`config.mk`:
```
export PLATFORM = sky130hd
export DESIGN_NAME = intr_arbiter
export DESIGN_NICKNAME = d
export VERILOG_FILES = /design/src/rtl/intr_arb_pkg.sv /design/src/rtl/arb_tree.sv /design/src/rtl/class_arbiter.sv /design/src/rtl/intr_arbiter.sv
export SDC_FILE = /design/constraint.sdc
export NUM_CORES = 1
export LEC_CHECK = 0
export ABC_AREA = 1
export BUFFER_PORTS_ARGS = -buffer_cell sky130_fd_sc_hd__buf_4
export CORE_UTILIZATION = 55
export CTS_CLUSTER_SIZE = 8
export DETAILED_ROUTE_END_ITERATION = 10
export HOLD_SLACK_MARGIN = 0.02
export PLACE_DENSITY = 0.88
export SETUP_SLACK_MARGIN = 0.1
export SLEW_MARGIN = 5
export SYNTH_ARGS = -nofsm -noshare
export SYNTH_HDL_FRONTEND = slang
export SYNTH_SLANG_ARGS = --single-unit
```
`constraint.sdc`:
```
create_clock -name clk -period 1.8 [get_ports clk]
set_clock_uncertainty 0.1 [all_clocks]
set_input_delay 0.09 -clock clk [delete_from_list [all_inputs] [get_ports clk]]
set_output_delay 0.09 -clock clk [all_outputs]
set_load 0.05 [all_outputs]
```
`src/rtl/intr_arb_pkg.sv`:
```
package intr_arb_pkg;
  localparam int LINES_PER_BANK = 32;
  localparam int LEVEL_W        = 5;
  localparam int NUM_CLASSES    = 2;
  typedef enum logic {CLS_NORM = 1'b0, CLS_FAST = 1'b1} cls_e;
endpackage

```
`src/rtl/arb_tree.sv`:
```
// Combinational winner search: lowest level first, higher index on ties.
module arb_tree #(
  parameter int N       = 64,
  parameter int LEVEL_W = 5,
  parameter int IDX_W   = 6
) (
  input  logic [N-1:0]         elig,
  input  logic [N*LEVEL_W-1:0] level,
  output logic                 any,
  output logic [IDX_W-1:0]     win
);
  localparam int P     = 1 << $clog2(N);
  localparam int NODES = 2 * P - 1;

  logic               nv [NODES];
  logic [LEVEL_W-1:0] nl [NODES];
  logic [IDX_W-1:0]   ni [NODES];

  always_comb begin
    for (int k = 0; k < P; k++) begin
      if (k < N) begin
        nv[P-1+k] = elig[k];
        nl[P-1+k] = level[k*LEVEL_W +: LEVEL_W];
      end else begin
        nv[P-1+k] = 1'b0;
        nl[P-1+k] = '1;
      end
      ni[P-1+k] = IDX_W'(k);
    end
    for (int i = P - 2; i >= 0; i--) begin
      // right child holds the higher indices; it wins ties
      if (nv[2*i+2] && (!nv[2*i+1] || (nl[2*i+2] <= nl[2*i+1]))) begin
        nv[i] = 1'b1;
        nl[i] = nl[2*i+2];
        ni[i] = ni[2*i+2];
      end else begin
        nv[i] = nv[2*i+1];
        nl[i] = nl[2*i+1];
        ni[i] = ni[2*i+1];
      end
    end
  end

  assign any = nv[0];
  assign win = ni[0];
endmodule

```
`src/rtl/class_arbiter.sv`:
```
// One-shot arm / fire / latch sequencer for one request class.
module class_arbiter #(
  parameter int CODE_W = 6
) (
  input  logic              clk,
  input  logic              rst_n,
  input  logic              any,
  input  logic [CODE_W-1:0] win,
  input  logic              glob_mask,
  input  logic              agree,
  output logic              req,
  output logic [CODE_W-1:0] code
);
  logic armed_q, armed_d;
  logic req_q, req_d;
  logic [CODE_W-1:0] code_q;
  logic fire;

  always_comb begin
    fire    = (armed_q | agree) & any & ~glob_mask;
    armed_d = armed_q;
    req_d   = req_q;
    if (agree) begin
      armed_d = 1'b1;
      req_d   = 1'b0;
    end
    if (fire) begin
      armed_d = 1'b0;
      req_d   = 1'b1;
    end
  end

  always_ff @(posedge clk or negedge rst_n) begin
    if (!rst_n) begin
      armed_q <= 1'b1;
      req_q   <= 1'b0;
    end else begin
      armed_q <= armed_d;
      req_q   <= req_d;
    end
  end

  always_ff @(posedge clk or negedge rst_n) begin
    if (!rst_n)    code_q <= '0;
    else if (fire) code_q <= win;
  end

  assign req  = req_q;
  assign code = code_q;
endmodule

```
`src/rtl/intr_arbiter.sv`:
```
module intr_arbiter
  import intr_arb_pkg::*;
#(
  parameter int NUM_BANKS = 2
) (
  input  logic                                               clk,
  input  logic                                               rst_n,
  input  logic [NUM_BANKS*LINES_PER_BANK-1:0]                line_pend,
  input  logic [NUM_BANKS*LINES_PER_BANK-1:0]                line_mask,
  input  logic [NUM_BANKS*LINES_PER_BANK-1:0]                line_fast,
  input  logic [NUM_BANKS*LINES_PER_BANK*LEVEL_W-1:0]        line_level,
  input  logic                                               glob_mask,
  input  logic                                               agree_norm,
  input  logic                                               agree_fast,
  output logic                                               req_norm,
  output logic [$clog2(NUM_BANKS*LINES_PER_BANK)-1:0]        code_norm,
  output logic                                               req_fast,
  output logic [$clog2(NUM_BANKS*LINES_PER_BANK)-1:0]        code_fast
);
  localparam int NL     = NUM_BANKS * LINES_PER_BANK;
  localparam int CODE_W = $clog2(NL);

  logic [NL-1:0]     elig  [NUM_CLASSES];
  logic              agree [NUM_CLASSES];
  logic              any   [NUM_CLASSES];
  logic [CODE_W-1:0] win   [NUM_CLASSES];
  logic              req   [NUM_CLASSES];
  logic [CODE_W-1:0] code  [NUM_CLASSES];

  assign elig[CLS_NORM]  = line_pend & ~line_mask & ~line_fast;
  assign elig[CLS_FAST]  = line_pend & ~line_mask &  line_fast;
  assign agree[CLS_NORM] = agree_norm;
  assign agree[CLS_FAST] = agree_fast;

  for (genvar c = 0; c < NUM_CLASSES; c++) begin : g_cls
    arb_tree #(.N(NL), .LEVEL_W(LEVEL_W), .IDX_W(CODE_W)) u_tree (
      .elig (elig[c]),
      .level(line_level),
      .any  (any[c]),
      .win  (win[c])
    );
    class_arbiter #(.CODE_W(CODE_W)) u_seq (
      .clk      (clk),
      .rst_n    (rst_n),
      .any      (any[c]),
      .win      (win[c]),
      .glob_mask(glob_mask),
      .agree    (agree[c]),
      .req      (req[c]),
      .code     (code[c])
    );
  end

  assign req_norm  = req[CLS_NORM];
  assign code_norm = code[CLS_NORM];
  assign req_fast  = req[CLS_FAST];
  assign code_fast = code[CLS_FAST];
endmodule

```
==> results.sh, run 1 <==
export IMPL_die_width_um=213
export IMPL_num_io_pins=531
export IMPL_status="did not finish"
export IMPL_async_reset_ff_frac=1.00
export IMPL_cts_sinks=16
export IMPL_initial_core_util=0.557
export IMPL_synth_flop_cell="dfrtp_1"
export IMPL_tool_error="[ERROR DPL-0038] Utilization greater than 100%, impossible to legalize"
export IMPL_rows=77
export IMPL_haltStage="4_1_cts"
export IMPL_cts_htree_levels=1
export IMPL_place_congestion=1.05
export IMPL_dp_hpwl_um=110000
export IMPL_cts_path_max_buffers=2
export IMPL_clockRootBuffer="clkbuf_16"
export IMPL_synth_edf_count=0
export IMPL_synth_fp_nets=5401
export IMPL_portBuffers=530
export IMPL_yosys_warnings=0
export IMPL_ys_types=48
export IMPL_synth_seq_area_share=0.0164
export IMPL_cts_hold_buf=2
export IMPL_postCtsSetupRepairBufs=211
export IMPL_synthCells=4414
export IMPL_avgSynthCellArea_um2=5.57
export IMPL_ys_ff_latch=16
export IMPL_die_h_um=213
export IMPL_netlist_area_mm2=0.0246
export IMPL_numCtsBuffers=3
export IMPL_ctsResizeCount=767
-- Yosys cell counts, types with 14 or more instances --
master / instances / share of area
o21ai_2: 156 / 0.056
nand2_2: 69 / 0.018
ha_1: 470 / 0.24
o211ai_1: 38 / 0.012
nor2_2: 19 / 0.0048
buf_4: 24 / 0.0073
nand2_1: 1420 / 0.22
nand4_1: 53 / 0.013
nand3b_1: 68 / 0.021
nor2_1: 131 / 0.020
buf_6: 15 / 0.0069
o21ai_0: 187 / 0.038
inv_1: 791 / 0.12
a21oi_1: 121 / 0.025
or2_1: 18 / 0.0046
buf_2: 27 / 0.0055
nand3_1: 416 / 0.085
nand3_2: 19 / 0.0077
and2_1: 36 / 0.0092
inv_2: 26 / 0.0040
nor3_1: 15 / 0.0031
dfrtp_1: 14 / 0.014
o21ai_1: 210 / 0.043
-- cells by family after synthesis --
group	count (synthesis)	share of synthesized area
and+or+nand+nor	2283	0.410
buffers and inverters	897	0.148
AOI/OAI and AO/OA	748	0.187
adders and majority gates	470	0.239
DFF	16	0.0164
-- per-stage QoR --
step / hold slack (ps) / setup TNS (ps) / cells / worst slack (ps) / cell area (um^2)
3_3_place_gp: -145 / -70750 / 6881 / -5910 / 40100
3_5_place_dp: -143 / -82330 / 6881 / -6820 / 40100
2_1_floorplan: -306 / -58790 / 4414 / -5140 / 25300
==> run 2, diff against run 1 <==
--- a/config.mk
+++ b/config.mk
@@ -7,12 +7,9 @@
 export LEC_CHECK = 0
 export ABC_AREA = 1
 export BUFFER_PORTS_ARGS = -buffer_cell sky130_fd_sc_hd__buf_4
-export CORE_UTILIZATION = 55
-export CTS_CLUSTER_SIZE = 8
+export CORE_UTILIZATION = 40
 export DETAILED_ROUTE_END_ITERATION = 10
-export HOLD_SLACK_MARGIN = 0.02
-export PLACE_DENSITY = 0.88
-export SETUP_SLACK_MARGIN = 0.1
+export PLACE_DENSITY_LB_ADDON = 0.15
 export SLEW_MARGIN = 5
 export SYNTH_ARGS = -nofsm -noshare
 export SYNTH_HDL_FRONTEND = slang
==> run 2 against run 1 <==
  * The flow now finishes, with violations (hold timing, setup timing)
  * Synthesized area is the same
  * Synthesized cell count stayed put
==> results.sh, run 2 <==
export IMPL_ys_types=48
export IMPL_drtAntennaViolNets=0
export IMPL_pwr_share_seq=0.019
export IMPL_rows=90
export IMPL_viasPerCell=5.27
export IMPL_cp_startpoint="line_level[59]"
export IMPL_numCtsBuffers=3
export IMPL_dp_hpwl_um=86000
export IMPL_syn_to_final_growth_pct=96.2
export IMPL_synth_compound_area_frac=0.187
export IMPL_violations="hold timing, setup timing"
export IMPL_crit_type="input port to flip-flop"
export IMPL_post_route_util=0.797
export IMPL_synth_fp_nets=5401
export IMPL_fin_crit_sh=4.36
export IMPL_relSlewSlack=0.470
export IMPL_grt_pass1_vias=37100
export IMPL_synth_top_area_frac=0.239
export IMPL_min_delay_start="agree_norm"
export IMPL_dr_pass1_iters=6
export IMPL_final_nets=7666
export IMPL_worstPathArrival_ps=7930
export IMPL_finalSetupViolations=16
export IMPL_cp_required_ps=1880
export IMPL_die_width_um=250
export IMPL_clockRootBuffer="clkbuf_16"
export IMPL_clock_latency_ps=260
export IMPL_synth_fa_ha_area_frac=0.239
export IMPL_worst_slack_ps=-6050
export IMPL_power_switching_mw=17.0
export IMPL_r2r_slack_ps=170
export IMPL_leakage_nw=27.4
export IMPL_synth_top_family_by_area="simple AND/OR/NAND/NOR gates"
export IMPL_place_congestion=0.988
export IMPL_synth_top_area_cell="ha_1"
export IMPL_core_area_mm2=0.0606
export IMPL_worst_pin_slew_ps=791
export IMPL_reg2reg_from="g_cls[1].u_seq.armed_q"
export IMPL_internal_power_mw=15.8
export IMPL_rsz0062_at_grt="yes"
export IMPL_wl_um=122000
export IMPL_ys_top_cells_by_count="nand2_1, inv_1, ha_1"
export IMPL_die_area_mm2=0.0625
export IMPL_critPathMostFrequentCell="nand2_2"
export IMPL_drive_above_1_share=0.532
export IMPL_synth_top_cells_by_area="ha_1, nand2_1, inv_1, nand3_1, o21ai_2"
export IMPL_pwr_share_comb=0.966
export IMPL_final_cell_mix="buf_4, nand2_1, inv_1"
export IMPL_holdWs_ps=-3.06
export IMPL_ir_drop_mv=1.02
export IMPL_hold_path_class="input port to flip-flop"
export IMPL_grt_max_degree=17
export IMPL_synth_most_common_cell="nand2_1"
export IMPL_dr_first_iter_drc_count=2655
export IMPL_synth_edf_count=0
export IMPL_async_reset_ff_frac=1.00
export IMPL_drv_cap=0
export IMPL_cts_sinks=16
export IMPL_tritoncts="built"
export IMPL_maxSlewViolCount=0
export IMPL_ys_ff_latch=16
export IMPL_cts_path_max_buffers=2
export IMPL_synth_seq_area_share=0.0164
export IMPL_grt_pass1_wl_um=171000
export IMPL_drt_wirelength_per_cell_um=16.3
export IMPL_grt_usage=0.326
export IMPL_antenna_found_initial=3
export IMPL_gr_total_overflow=0
export IMPL_yosys_area_share_simple=0.410
export IMPL_cp_start_kind="input port"
export IMPL_finalHoldViolCount=1
export IMPL_netlist_area_mm2=0.0246
export IMPL_worst_path_max_delay_cell="o211ai_1"
export IMPL_layout_commonest_cell="buf_4"
export IMPL_p_sw_frac=0.518
export IMPL_drcViolationCount=0
export IMPL_avgSynthCellArea_um2=5.57
export IMPL_die_h_um=250
export IMPL_clkPwrFrac=0.014
export IMPL_vias=39300
export IMPL_num_io_pins=531
export IMPL_yosys_warnings=0
export IMPL_synthCells=4414
export IMPL_synthMuxAreaShare=0
export IMPL_initial_core_util=0.406
export IMPL_synth_xor_area_frac=0
export IMPL_setup_worst_path_end_class="flip-flop"
export IMPL_max_stage_delay_ps=640
export IMPL_portBuffers=530
export IMPL_min_period_ps=7850
export IMPL_largest_register_ffs=12
export IMPL_synth_flop_cell="dfrtp_1"
export IMPL_power_density_mw_per_mm2=680
export IMPL_fmaxAchievable_ghz=0.127
export IMPL_status="finished with violations"
export IMPL_cts_htree_levels=1
export IMPL_cp_max_fo=6
export IMPL_clkSlewWorstSetupHoldPaths_ps=60
## run 2: layout make-up
type / instances / area (um^2)
Tap cell: 782 / 978
Antenna cell: 2 / 5.00
Inverter: 821 / 3230
Timing Repair Buffer: 2298 / 17500
Sequential cell: 16 / 403
Timing Repair inverter: 7 / 52.6
Fill cell: 4085 / 12300
Multi-Input combinational cell: 3532 / 26000
Clock buffer: 3 / 75.1
## run 2: repair_timing
item                                    CTS  global route
pin swaps                               274           322
gates resized for setup                 605           560
hold buffers                              2             0
gates cloned                             29            10
hold endpoints to repair                 17             0
buffers inserted                        193            97
endpoints found under the setup margin   16            16
## run 2: worst paths after layout
path                                                to  depth (start not counted)
worst max-delay path            g_cls[1].u_seq.code[1]                         56
worst min-delay path                g_cls[0].u_seq.req                          2
worst max register to register  g_cls[1].u_seq.code[2]                          6
worst min register to register  g_cls[1].u_seq.code[5]                          1
max in group asynchronous       g_cls[0].u_seq.armed_q                          2
min in group asynchronous           g_cls[1].u_seq.req                          2
## run 2: power by group through the flow
stage	Combinational (mW)	Clock, mW	Sequential, mW
final	31.7	0.472	0.636
after detailed placement	22.6	0	0.619
after CTS	26.7	0.444	0.614
after global routing	33.8	0.480	0.645
after global placement	22.0	0	0.616
after floorplan	11.8	0	1.05
## run 2: per-stage QoR
step / power (mW) / worst slack [ps] / instances / setup TNS [ps] / cell area [um^2]
CTS: 27.8 / -5300 / 7354 / -62580 / 45000
detailed placement: 23.2 / -6230 / 7127 / -74980 / 40800
finish: 32.8 / -6050 / 7461 / -71330 / 48300
global route: 35.0 / -6430 / 7461 / -76110 / 48300
global placement: 22.7 / -6140 / 7127 / -73730 / 40800
floorplan: 12.9 / -5140 / 4414 / -58790 / 25300
## run 2: logic make-up after synthesis
family                     Yosys count
DFF                                 16
buffers and inverters              897
AOI/OAI and AO/OA                  748
and+or+nand+nor                   2283
adders and majority gates          470
## run 2: per-layer routing
metal,up-vias,GRT usage,share of wire
met1,18100,0.357,0.37
met2,1638,0.632,0.50
met5,-,0,0.000099
met3,631,0.0261,0.058
li1,19000,-,-
met4,2,0.142,0.069
## run 2: worst max-delay path, delay by kind of cell
family | cells | cell delay, ps
simple gates | 32 | 3500
compound gates | 11 | 2100
fa+ha+maj | 6 | 1650
buf+inv | 7 | 580
Power figures use the tool's default switching activity.
